$ cat config.mk
export PLATFORM = sky130hd
export DESIGN_NAME = rom_wait_gen
export DESIGN_NICKNAME = d
export VERILOG_FILES = /design/src/rtl/rws_pkg.sv /design/src/rtl/rws_qualify.sv /design/src/rtl/rws_counter.sv /design/src/rtl/rom_wait_gen.sv
export SDC_FILE = /design/constraint.sdc
export NUM_CORES = 1
export LEC_CHECK = 0
export ABC_AREA = 1
export BUFFER_PORTS_ARGS = -buffer_cell sky130_fd_sc_hd__clkbuf_2
export CAP_MARGIN = 0
export CORE_AREA = 2 2 39 41
export DETAILED_ROUTE_END_ITERATION = 12
export DIE_AREA = 0 0 41 43
export PLACE_DENSITY_LB_ADDON = 0.1
export SYNTH_ARGS = -nofsm -noshare
export SYNTH_HDL_FRONTEND = slang
export SYNTH_SLANG_ARGS = --single-unit
$ cat constraint.sdc
create_clock -name clk -period 1.1 [get_ports clk]
set_input_delay 0.055 -clock clk [delete_from_list [all_inputs] [get_ports clk]]
set_output_delay 0.055 -clock clk [all_outputs]
set_load 0.05 [all_outputs]
$ cat src/rtl/rws_pkg.sv
package rws_pkg;
  localparam int unsigned DEF_CNT_W     = 4;
  localparam int unsigned DEF_MAX_WAITS = 8;
endpackage

$ cat src/rtl/rws_qualify.sv
module rws_qualify #(
  parameter int unsigned CNT_W     = rws_pkg::DEF_CNT_W,
  parameter int unsigned MAX_WAITS = rws_pkg::DEF_MAX_WAITS
) (
  input  logic             cyc_start,
  input  logic             rom_rd_hit,
  input  logic             rom_en,
  input  logic             rdy_drv_en,
  input  logic [CNT_W-1:0] wait_sel,
  output logic             go,
  output logic [CNT_W-1:0] load_val
);
  localparam logic [CNT_W-1:0] MAX_V = CNT_W'(MAX_WAITS);

  logic [CNT_W-1:0] eff;

  // clamp only when the switch field can exceed the ceiling
  generate
    if (MAX_WAITS < (2 ** CNT_W) - 1) begin : g_clamp
      assign eff = (wait_sel > MAX_V) ? MAX_V : wait_sel;
    end else begin : g_pass
      assign eff = wait_sel;
    end
  endgenerate

  assign load_val = eff;
  assign go = cyc_start & rom_rd_hit & rom_en & rdy_drv_en & (eff != '0);
endmodule

$ cat src/rtl/rws_counter.sv
module rws_counter #(
  parameter int unsigned CNT_W = rws_pkg::DEF_CNT_W
) (
  input  logic             clk,
  input  logic             rst,
  input  logic             go,
  input  logic [CNT_W-1:0] load_val,
  output logic             busy
);
  logic [CNT_W-1:0] remain;

  always_ff @(posedge clk) begin
    if (rst) begin
      remain <= '0;
      busy   <= 1'b0;
    end else if (!busy) begin
      if (go) begin
        busy   <= 1'b1;
        remain <= load_val - 1'b1;
      end
    end else if (remain == '0) begin
      busy <= 1'b0;
    end else begin
      remain <= remain - 1'b1;
    end
  end
endmodule

$ cat src/rtl/rom_wait_gen.sv
module rom_wait_gen #(
  parameter int unsigned CNT_W     = rws_pkg::DEF_CNT_W,
  parameter int unsigned MAX_WAITS = rws_pkg::DEF_MAX_WAITS
) (
  input  logic             clk,
  input  logic             rst,
  input  logic             cyc_start,
  input  logic             rom_rd_hit,
  input  logic             rom_en,
  input  logic [CNT_W-1:0] wait_sel,
  input  logic             rdy_drv_en,
  output logic             rdy_sink,
  output logic             wait_busy
);
  logic             go;
  logic [CNT_W-1:0] load_val;
  logic             busy;

  rws_qualify #(.CNT_W(CNT_W), .MAX_WAITS(MAX_WAITS)) u_qual (
    .cyc_start (cyc_start),
    .rom_rd_hit(rom_rd_hit),
    .rom_en    (rom_en),
    .rdy_drv_en(rdy_drv_en),
    .wait_sel  (wait_sel),
    .go        (go),
    .load_val  (load_val)
  );

  rws_counter #(.CNT_W(CNT_W)) u_cnt (
    .clk     (clk),
    .rst     (rst),
    .go      (go),
    .load_val(load_val),
    .busy    (busy)
  );

  assign rdy_sink  = busy;
  assign wait_busy = busy;
endmodule

---- After elaboration in Yosys (flattened, before gate mapping) ----
Index checks and enable logic that the tools add are counted.
operators by class
  $add $sub $neg .......................... 2
  multipliers ............................. 0
  divide/modulo/power cells ............... 0
  $lt $le $gt $ge ......................... 1
  equality and inequality tests ........... 1
  shift operators ......................... 0
  mux-type cells .......................... 7
  bitwise operators ....................... 4
  reductions and logical operators ........ 4
operators with widths
  cell                 number
  $mux 4               4
  $sub 4x1->4 const B  2
  $and 1x1->1          4
  $gt 4x4->1 const B   1
  $logic_not 4->1      1
  $reduce_bool 4->1    1
  $mux 1               3
  $ne 2x2->1 const B   1
  $reduce_and 2->1     1
  $reduce_bool 2->1    1
storage, ports and cells
  register bits ........................... 5
  bits in latches ......................... 0
  bits in writable memories ............... 0
  bits in read-only memories .............. 0
  bits of input ports ..................... 10
  memories kept ........................... 0

---- Logic depth before layout (Yosys ltp) ----
  depth in word-level cells ............... 6
  depth in mapped cells ................... 9

---- By module ----
From an unflattened synthesis, not the netlist that was laid out.
second synthesis, totals
  cell total of the unflattened synthesis .. 73
  area total of the unflattened synthesis .. 449.2 µm²
by module, submodules not included
  module        times used  cells an instance  area an instance (µm²)  sequential area each (µm²)
  rws_counter   1           56                 375.4                   100.1
  rws_qualify   1           16                 66.3                    0.0
  rom_wait_gen  1           1                  7.5                     0.0

---- Least setup slack after synthesis ----
Ideal clock, no wire load.
  path kind ............................... register to register
  start ................................... register u_cnt.busy
  end ..................................... register u_cnt.remain[2]
  library setup time ...................... 113 ps
  arrival time ............................ 1502 ps
  required time ........................... 987 ps
  slack ................................... -515 ps
  cell stages (with the launch flop) ...... 9
  period minus slack after synthesis ...... 1615 ps
  cell sequence ........................... dfxtp_1 > buf_6 > nor2_2 > a21oi_2 > ha_1 > nand3b_1 > nand2_1 > nor2_1 > nor2_1
on the way
  longest elaborated chain between the ends .. 2
  elaborated cells between the ends (all ways) .. 4
  those cells by class .................... eq/ne: 1; mux: 1; reduce/logical: 2
ends and longest elaborated chain
  element                                                                  RTL line           source
  start: declaration                                                       rws_counter.sv:8   output logic busy
  start signal: assignment                                                 rws_counter.sv:15  busy <= 1'b0;
  start signal: assignment                                                 rws_counter.sv:18  busy <= 1'b1;
  start signal: assignment                                                 rws_counter.sv:22  busy <= 1'b0;
  $ne 2x2->1 (no source line) / $reduce_bool 2->1 (equally long branches)  -
  $reduce_and 2->1 (no source line)                                        -
  end signal: assignment                                                   rws_counter.sv:19  remain <= load_val - 1'b1;
  end signal: assignment                                                   rws_counter.sv:24  remain <= remain - 1'b1;
  end: declaration                                                         rws_counter.sv:10  logic [CNT_W-1:0] remain;
Several ways; a longest one is shown, not always the timed one.
A chain may end at the register's enable or synchronous reset.

---- Final worst setup path ----
  start ................................... register u_cnt.busy
  end ..................................... register u_cnt.remain[3]
Same word-level chain as after synthesis.

==> out/qor.yml <==
yosysWarnings: 0
grt_pass1_vias: 405
max_freq_mhz: 884
wl_met3_um: 62
hold_viol: 0
n_antenna_cell: 0
setup_viol: 2
max_stage_delay_ns: 0.37
avgSynthCellArea_um2: 6.16
grt_pass1_wl_um: 1570
fin_skew_ns: 0.00972
crit_family: "flip-flops"
path_clk_slew_ns: 0.05
synth_top_family_by_area: "simple AND/OR/NAND/NOR gates"
met2WireLength_um: 432
antenna_left: 0
core_area_um2: 1380
synth.distinct_cells: 18
synth_compound_area_share_pct: 5.90
area_growth_pct: 54.1
fp.dieW_um: 41
wire_per_inst_um: 9.09
slew_viol_final: 0
syn-cell-area_um2: 382
drive_gt1_share_pct: 43.5
cpMaxStageDelayCell: "dfxtp_4"
gp_congestion: 0.759
route.detailed.drc: 0
grt_max_degree: 7
final_common_cell: "nand2_1"
wl_met1_um: 403
cts_sinks: 5
peakVddDrop_mv: 0.491
synthSimpleGateAreaFrac_pct: 51.1
grt_usage_pct: 13.5
nets: 97
powerDensity_nw_per_um2: 1000
outcome: "finished with violations"
vias_per_cell: 4.37
crit_buf_inv: 3
worst_pin_slew_ns: 0.158
period_needed_ns: 1.13
max_cap_violations: 0
place_ws_ns: -0.0579
portBuffers: 11
dieArea_um2: 1760
cp-start-kind: "register"
overflow: 0
htree_levels: 1
num_vias: 441
mostFrequentLayoutCells: "nand2_1 (16), buf_4 (11), nor2_1 (9), clkbuf_2 (9)"
netlist_instances: 62
synth_mux_area_share_pct: 0
rsz0062_at_grt: "true"
antenna_found_initial: 0
cts_tree: "built"
start_util_pct: 27.6
synthesis.nets: 73
yosysSeqAreaShare_pct: 26.2
holdWs_ns: 0.258
row_count: 14
synth_xor_area_share_pct: 0
ioPinCount: 12
fin_ws_ns: -0.0310
clock_latency_ns: 0.24
cts_buffer_depth: 2
first_pass_iters: 4
cts_root_buf: "clkbuf_4"
worst-setup-path-type: "reg2reg"
wirelength_um: 918
violations: "setup timing"
drt-initial-drc-count: 9
crit_arrival_ns: 1.27
hp-class: "in2reg"
end_kind: "register"
cp_max_fo: 6
ys_ff_latch: 5
fin_crit_sh_pct: 103
topRoutingLayerUsed: "met4"
cp_cell_sequence: "nand2_2 > inv_2 > a21oi_4 > buf_4 > buf_4 > nand3_2 > nand2_2 > a21oi_2"
relSlewSlack_pct: 89.4
synth-adder-area-share_pct: 3.28
required_ns: 1.24
dpl.hpwl_um: 775
p_leak_nw: 0.302
cts_made_buffers: 3
fp.dieH_um: 43
where the power goes:
part,switching (mW),internal [mW]
Sequential,0.00999,0.192
Clock,0.0769,0.137
Combinational,0.0898,0.0844
Total,0.177,0.414
worst register-to-register path, cell delays in order, from the launching register on:
cell,delay [ns]
dfxtp_4,0.37
nand2_2,0.07
inv_2,0.04
a21oi_4,0.14
buf_4,0.13
buf_4,0.10
nand3_2,0.06
nand2_2,0.07
a21oi_2,0.05
through the flow:
step / instances / total power, mW / TNS [ns] / area (µm²) / utilization, %
after floorplan: 62 / 0.309 / -0.405 / 415 / -
after CTS: 100 / 0.600 / -0.0474 / 578 / 41.8
final: 101 / 0.590 / -0.0607 / 588 / 42.5
after detailed placement: 95 / 0.369 / -0.0725 / 532 / 38.4
after global routing: 101 / 0.637 / -0.306 / 588 / 42.5
after global placement: 95 / 0.371 / -0.0746 / 532 / 38.4
cell type report:
class                           instances  area (µm²)
Fill cell                             152         796
Sequential cell                         5         104
Tap cell                               16        20.0
Inverter                                8        32.5
Timing Repair Buffer                   21         138
Clock buffer                            4        26.3
Multi-Input combinational cell         47         268
cells in the mapped netlist (all sizes together):
library cell | number | area [µm²]
nand3b | 1 | 7.51
nor3 | 1 | 5.00
a21oi | 3 | 22.5
nand3 | 7 | 40.0
nor2 | 10 | 40.0
buf | 2 | 18.8
nand4 | 2 | 12.5
nand2 | 22 | 90.1
dfxtp | 5 | 100
inv | 8 | 32.5
ha | 1 | 12.5
flip-flops by register name, summed over array words and instances (netlist names):
| register | count |
|---|---|
| u_cnt.busy | 1 |
| u_cnt.remain | 4 |
cells by family (layout without fill, tap and decap cells):
family | after synthesis | after routing
compound gates | 3 | 3
fa+ha+maj | 1 | 1
buf+inv | 10 | 33
flops | 5 | 5
simple gates | 43 | 43
final timing paths:
kind	startpoint	endpoint	slack (ns)	cells past startpoint
worst min register to register	u_cnt.remain[3]	u_cnt.remain[3]	0.53	2
worst min-delay path	rom_rd_hit	u_cnt.remain[0]	0.26	6
worst max-delay path	u_cnt.busy	u_cnt.remain[3]	-0.03	8
worst max register to register	u_cnt.busy	u_cnt.remain[3]	-0.03	8
layer usage:
layer,GRT usage (%),up-vias
li1,-,242
met1,17.4,182
met2,19.1,15
met3,4.71,2
met4,6.67,0
met5,0,-
timing repair:
action,in CTS,in global routing
setup endpoints to repair,4,5
endpoints found under the hold margin,2,0
hold buffers,1,0
buffers inserted,0,1
gates resized for setup,3,3
pin swaps,6,0
(Power assumes the default switching activity.)
